--- config.mk ---
export PLATFORM = sky130hd
export DESIGN_NAME = pci_rd_parity_resp
export DESIGN_NICKNAME = d
export VERILOG_FILES = /design/src/rtl/pci_par_pkg.sv /design/src/rtl/rd_par_check.sv /design/src/rtl/err_delay_line.sv /design/src/rtl/par_err_status.sv /design/src/rtl/pci_rd_parity_resp.sv
export SDC_FILE = /design/constraint.sdc
export NUM_CORES = 1
export LEC_CHECK = 0
export BUFFER_PORTS_ARGS = -buffer_cell sky130_fd_sc_hd__buf_2
export CORE_MARGIN = 10
export CORE_UTILIZATION = 23
export DETAILED_ROUTE_END_ITERATION = 6
export SKIP_LAST_GASP = 1
export SLEW_MARGIN = 10
export SYNTH_ARGS = -nofsm -noshare
export SYNTH_HDL_FRONTEND = slang
export SYNTH_SLANG_ARGS = --single-unit
export TNS_END_PERCENT = 100
--- constraint.sdc ---
create_clock -name clk_i -period 2.4 [get_ports clk_i]
set_input_delay 0.24 -clock clk_i [delete_from_list [all_inputs] [get_ports clk_i]]
set_output_delay 0.24 -clock clk_i [all_outputs]
set_load 0.005 [all_outputs]
--- src/rtl/pci_par_pkg.sv ---
package pci_par_pkg;
  localparam int unsigned DATA_W = 32;
  localparam int unsigned BE_W   = 4;

  typedef struct packed {
    logic perr;
    logic serr;
  } err_fire_t;
endpackage

--- src/rtl/rd_par_check.sv ---
module rd_par_check #(
  parameter int unsigned DATA_W = 32,
  parameter int unsigned BE_W   = 4
) (
  input  logic              clk_i,
  input  logic              rst_ni,
  input  logic [DATA_W-1:0] ad_i,
  input  logic [BE_W-1:0]   cbe_i,
  input  logic              vld_i,
  input  logic              par_i,
  output logic              err_o
);
  logic lane_par_q;
  logic vld_q;

  // keep only the folded parity bit, not the full lanes
  always_ff @(posedge clk_i or negedge rst_ni) begin
    if (!rst_ni) begin
      lane_par_q <= 1'b0;
      vld_q      <= 1'b0;
    end else begin
      lane_par_q <= ^{ad_i, cbe_i};
      vld_q      <= vld_i;
    end
  end

  assign err_o = vld_q & (lane_par_q ^ par_i);

  p_idle_no_err_r1: assert property (@(posedge clk_i) disable iff (!rst_ni)
    !$past(vld_i) |-> !err_o);
endmodule

--- src/rtl/err_delay_line.sv ---
module err_delay_line #(
  parameter int unsigned WIDTH = 1,
  parameter int unsigned DEPTH = 1
) (
  input  logic             clk_i,
  input  logic             rst_ni,
  input  logic [WIDTH-1:0] d_i,
  output logic [WIDTH-1:0] q_o
);
  logic [DEPTH-1:0][WIDTH-1:0] stage_q;

  always_ff @(posedge clk_i or negedge rst_ni) begin
    if (!rst_ni) begin
      stage_q <= '0;
    end else begin
      stage_q[0] <= d_i;
      for (int i = 1; i < DEPTH; i++) stage_q[i] <= stage_q[i-1];
    end
  end

  assign q_o = stage_q[DEPTH-1];
endmodule

--- src/rtl/par_err_status.sv ---
module par_err_status (
  input  logic clk_i,
  input  logic rst_ni,
  input  logic det_i,
  input  logic perr_i,
  input  logic serr_i,
  input  logic dma_start_i,
  input  logic clr_mst_perr_i,
  input  logic clr_det_perr_i,
  input  logic clr_serr_sts_i,
  input  logic clr_dma_err_i,
  output logic mst_perr_o,
  output logic det_perr_o,
  output logic serr_sts_o,
  output logic dma_err_o,
  output logic dma_active_o
);
  always_ff @(posedge clk_i or negedge rst_ni) begin
    if (!rst_ni) begin
      mst_perr_o   <= 1'b0;
      det_perr_o   <= 1'b0;
      serr_sts_o   <= 1'b0;
      dma_err_o    <= 1'b0;
      dma_active_o <= 1'b0;
    end else begin
      // set has priority over clear
      mst_perr_o   <= perr_i | (mst_perr_o & ~clr_mst_perr_i);
      det_perr_o   <= det_i  | (det_perr_o & ~clr_det_perr_i);
      serr_sts_o   <= serr_i | (serr_sts_o & ~clr_serr_sts_i);
      dma_err_o    <= det_i  | (dma_err_o  & ~clr_dma_err_i);
      dma_active_o <= ~det_i & (dma_active_o | dma_start_i);
    end
  end

  p_mst_perr_set_r5: assert property (@(posedge clk_i) disable iff (!rst_ni)
    perr_i |=> mst_perr_o);
  p_serr_sts_set_r7: assert property (@(posedge clk_i) disable iff (!rst_ni)
    serr_i |=> serr_sts_o);
  p_det_set_r8: assert property (@(posedge clk_i) disable iff (!rst_ni)
    det_i |=> det_perr_o);
  p_dma_abort_r9: assert property (@(posedge clk_i) disable iff (!rst_ni)
    det_i |=> (dma_err_o && !dma_active_o));
endmodule

--- src/rtl/pci_rd_parity_resp.sv ---
module pci_rd_parity_resp
  import pci_par_pkg::*;
#(
  parameter int unsigned CONV_DLY = 2,
  parameter int unsigned PCIX_DLY = 3
) (
  input  logic              clk_i,
  input  logic              rst_ni,
  input  logic [DATA_W-1:0] ad_i,
  input  logic [BE_W-1:0]   cbe_i,
  input  logic              par_i,
  input  logic              phase_vld_i,
  input  logic              pcix_mode_i,
  input  logic              perr_resp_en_i,
  input  logic              serr_en_i,
  input  logic              dpe_recov_en_i,
  input  logic              dma_start_i,
  input  logic              clr_mst_perr_i,
  input  logic              clr_det_perr_i,
  input  logic              clr_serr_sts_i,
  input  logic              clr_dma_err_i,
  output logic              perr_no,
  output logic              serr_no,
  output logic              mst_perr_o,
  output logic              det_perr_o,
  output logic              serr_sts_o,
  output logic              dma_err_o,
  output logic              dma_active_o
);
  // compare cycle is one clock after the phase
  localparam int unsigned CONV_STG = CONV_DLY - 1;
  localparam int unsigned PCIX_STG = PCIX_DLY - 1;

  logic      err_det;
  logic      conv_fire, conv_out;
  err_fire_t pcix_fire, pcix_out;
  logic      perr_act, serr_act;

  rd_par_check #(.DATA_W(DATA_W), .BE_W(BE_W)) u_check (
    .clk_i (clk_i),
    .rst_ni(rst_ni),
    .ad_i  (ad_i),
    .cbe_i (cbe_i),
    .vld_i (phase_vld_i),
    .par_i (par_i),
    .err_o (err_det)
  );

  assign conv_fire      = err_det & ~pcix_mode_i & perr_resp_en_i;
  assign pcix_fire.perr = err_det &  pcix_mode_i & perr_resp_en_i;
  assign pcix_fire.serr = pcix_fire.perr & serr_en_i & ~dpe_recov_en_i;

  err_delay_line #(.WIDTH(1), .DEPTH(CONV_STG)) u_conv_dly (
    .clk_i (clk_i),
    .rst_ni(rst_ni),
    .d_i   (conv_fire),
    .q_o   (conv_out)
  );

  err_delay_line #(.WIDTH($bits(err_fire_t)), .DEPTH(PCIX_STG)) u_pcix_dly (
    .clk_i (clk_i),
    .rst_ni(rst_ni),
    .d_i   (pcix_fire),
    .q_o   (pcix_out)
  );

  assign perr_act = conv_out | pcix_out.perr;
  assign serr_act = pcix_out.serr;
  assign perr_no  = ~perr_act;
  assign serr_no  = ~serr_act;

  par_err_status u_status (
    .clk_i         (clk_i),
    .rst_ni        (rst_ni),
    .det_i         (err_det),
    .perr_i        (perr_act),
    .serr_i        (serr_act),
    .dma_start_i   (dma_start_i),
    .clr_mst_perr_i(clr_mst_perr_i),
    .clr_det_perr_i(clr_det_perr_i),
    .clr_serr_sts_i(clr_serr_sts_i),
    .clr_dma_err_i (clr_dma_err_i),
    .mst_perr_o    (mst_perr_o),
    .det_perr_o    (det_perr_o),
    .serr_sts_o    (serr_sts_o),
    .dma_err_o     (dma_err_o),
    .dma_active_o  (dma_active_o)
  );

  p_serr_with_perr_r6: assert property (@(posedge clk_i) disable iff (!rst_ni)
    !serr_no |-> !perr_no);
  p_no_perr_when_off_r4: assert property (@(posedge clk_i) disable iff (!rst_ni)
    (err_det && !perr_resp_en_i) |=> !(conv_out && pcix_out.perr == 1'b0 && $past(!pcix_mode_i)));
endmodule

==> flow_metrics.py <==
metrics = {
    "sta": {
        "tns_ns": 0,
        "fin_crit_ns": 1.22,
        "hold_slack_ns": 0.0793,
        "setup_viol": 0,
        "fin_crit_sh_pct": 50.9,
        "worst_pin_slew_ns": 0.276,
        "hold_viol": 0,
        "rsz0062_at_grt": "no",
        "relSlewSlack_pct": 81.6,
        "max_freq_mhz": 819,
        "finClkSkew_ns": 0.000890,
        "finalMaxSlewViolations": 0,
    },
    "power": {
        "totalPowerFinal_mw": 0.715,
        "power_density_mw_per_mm2": 671,
        "max-vdd-ir-drop_mv": 0.208,
        "p_leak_nw": 0.538,
    },
    "floorplan": {
        "die_w_um": 75.3,
        "initial_utilization_pct": 23.6,
        "dieArea_sq_mm": 0.00567,
        "ios": 56,
        "fp.dieH_um": 75.3,
        "fp-row-count": 20,
        "coreArea_sq_mm": 0.00298,
    },
    "logic_synthesis": {
        "synth_sequential_area_ratio_pct": 42.7,
        "synthTopCellsByArea": "dfrtp_1 43%, xnor2_1 36%, xor2_1 6.2%, xnor3_1 3.2%, o21ai_0 2.8%",
        "netlist_instances": 65,
        "synth_seq_cells": 12,
        "synth_nets": 114,
        "avgSynthCellArea_sq_um": 10.8,
        "synth.yosys.warnings": 0,
        "syn_area_sq_um": 703,
        "synth_top_area_share_pct": 42.7,
        "synth.distinct_cells": 11,
        "yosysTopAreaCell": "dfrtp_1",
    },
    "critical_path": {
        "required_ns": 2.55,
        "cp.arrival_ns": 1.37,
        "cp-end-kind": "register",
        "cp-start-kind": "input port",
        "path_class": "in2reg",
        "cp_max_fo": 1,
    },
    "place": {
        "dp_hpwl_um": 1700,
        "finalWeightedCongestion": 0.615,
        "numPortBuffers": 55,
    },
    "routing": {
        "vias": 615,
        "via_per_inst": 3.89,
        "initialDrtViolationCount": 14,
        "ant_nets": 0,
        "avgRoutedWirePerCell_um": 11.7,
        "drt-pass1-iter-count": 3,
        "drc_errors": 0,
        "finalWirelength_um": 1850,
    },
    "final_layout": {
        "finalNetCount": 175,
        "antenna_cells": 0,
        "layout_common_cells": "55 x buf_2, 29 x xnor2_1, 12 x dfrtp_1",
        "drive_gt1_share_pct": 47.2,
        "syn_to_final_growth_pct": 51.6,
        "final_common_cell": "buf_2",
    },
    "cts": {
        "clock_latency_ns": 0.26,
        "cts_buffers": 3,
        "post_cts_buffers": 0,
        "tritoncts": "yes",
        "clockBufferDepth": 2,
        "path_clk_slew_ns": 0.07,
        "cts_sinks": 12,
        "htreeDepth": 1,
        "cts-root-buf": "clkbuf_4",
    },
    "grt": {
        "grt_pass1_wl_um": 2880,
        "grt-ovfl-total": 0,
        "grt_pass1_vias": 693,
        "antenna_found_initial": 0,
        "grt_max_degree": 13,
        "grt_usage_pct": 6.59,
    },
    "job": {
        "drv_cap": 0,
    },
    "run_status": {
        "status": "finished clean",
    },
    "min_path": {
        "hold_path.class": "in2reg",
    },
}
## through the flow
stage / util, % / worst slack (ns) / instance area (sq um) / instances
floorplan: - / 1.05 / 703 / 65
global placement: 34.2 / 0.909 / 1020 / 153
detailed placement: 34.2 / 0.878 / 1020 / 153
CTS: 35.8 / 1.17 / 1070 / 158
global route: 35.8 / 1.06 / 1070 / 158
finish: 35.8 / 1.18 / 1070 / 158
## final timing paths
check	startpoint	endpoint	slack, ns	depth (start not counted)
setup / recovery	ad_i[26]	u_check.lane_par_q$_DFF_PN0_	1.18	6
hold / removal	phase_vld_i	u_check.vld_q$_DFF_PN0_	0.08	1
setup reg to reg	u_check.lane_par_q$_DFF_PN0_	u_pcix_dly.stage_q[0]$_DFF_PN0_	1.24	4
hold reg to reg	u_pcix_dly.stage_q[1]$_DFF_PN0_	u_pcix_dly.q_o[1]$_DFF_PN0_	0.35	0
max in group asynchronous	rst_ni	u_status.mst_perr_o$_DFF_PN0_	1.81	2
min in group asynchronous	rst_ni	u_status.serr_sts_o$_DFF_PN0_	0.38	2
## area by class of cell
cell class	count	area, sq um
clock buffers	4	36.3
fillers	301	1910
inverters	5	18.8
multi-input cells	48	384
flip-flops and latches	12	300
well taps	33	41.3
repair buffers	56	285
## synthesized netlist by cell type
cell type   n
xor2_1      5
dfrtp_1    12
xnor2_1    29
nor2_1      4
inv_1       5
and2_1      1
and3_1      1
and3b_1     1
nand2_1     2
xnor3_1     1
o21ai_0     4
## power breakdown
part	leakage [nW]	total, mW	switching, mW	internal (mW)
logic	0.362	0.296	0.119	0.177
clock network	0.0210	0.156	0.0641	0.0921
registers	0.155	0.263	0.0172	0.246
## layer usage
layer	vias to the layer above	share of wire (%)	GRT usage, %
met5	-	0	0
met4	0	0	2.47
met3	0	16	3.91
met2	41	47	11.4
met1	257	37	6.29
li1	317	-	-
## critical path, stage by stage
cell and delay, ns:
buf_2 0.11, xnor2_1 0.19, xnor2_1 0.15, xnor2_1 0.13
xnor3_1 0.42, xnor2_1 0.14
## state kept, by name, summed over array words and instances, names as in the netlist
signal	flops
u_check.vld_q	1
u_conv_dly.q_o	1
u_status.serr_sts_o	1
u_pcix_dly.stage_q	2
u_status.det_perr_o	1
u_status.dma_active_o	1
u_pcix_dly.q_o	2
u_check.lane_par_q	1
u_status.dma_err_o	1
u_status.mst_perr_o	1
## repair_timing
action,in CTS,in global routing
resized for setup,0,0
hold buffers,1,0
hold endpoints to repair,12,0
## kinds of logic after synthesis
family	after synthesis	synth area share, %
DFF	12	42.7
and+or+nand+nor	9	6.23
buffers and inverters	5	2.67
xor gates and xnor gates	35	45.6
AOI/OAI and AO/OA	4	2.85
No activity file was read; power rests on OpenSTA's default activity.
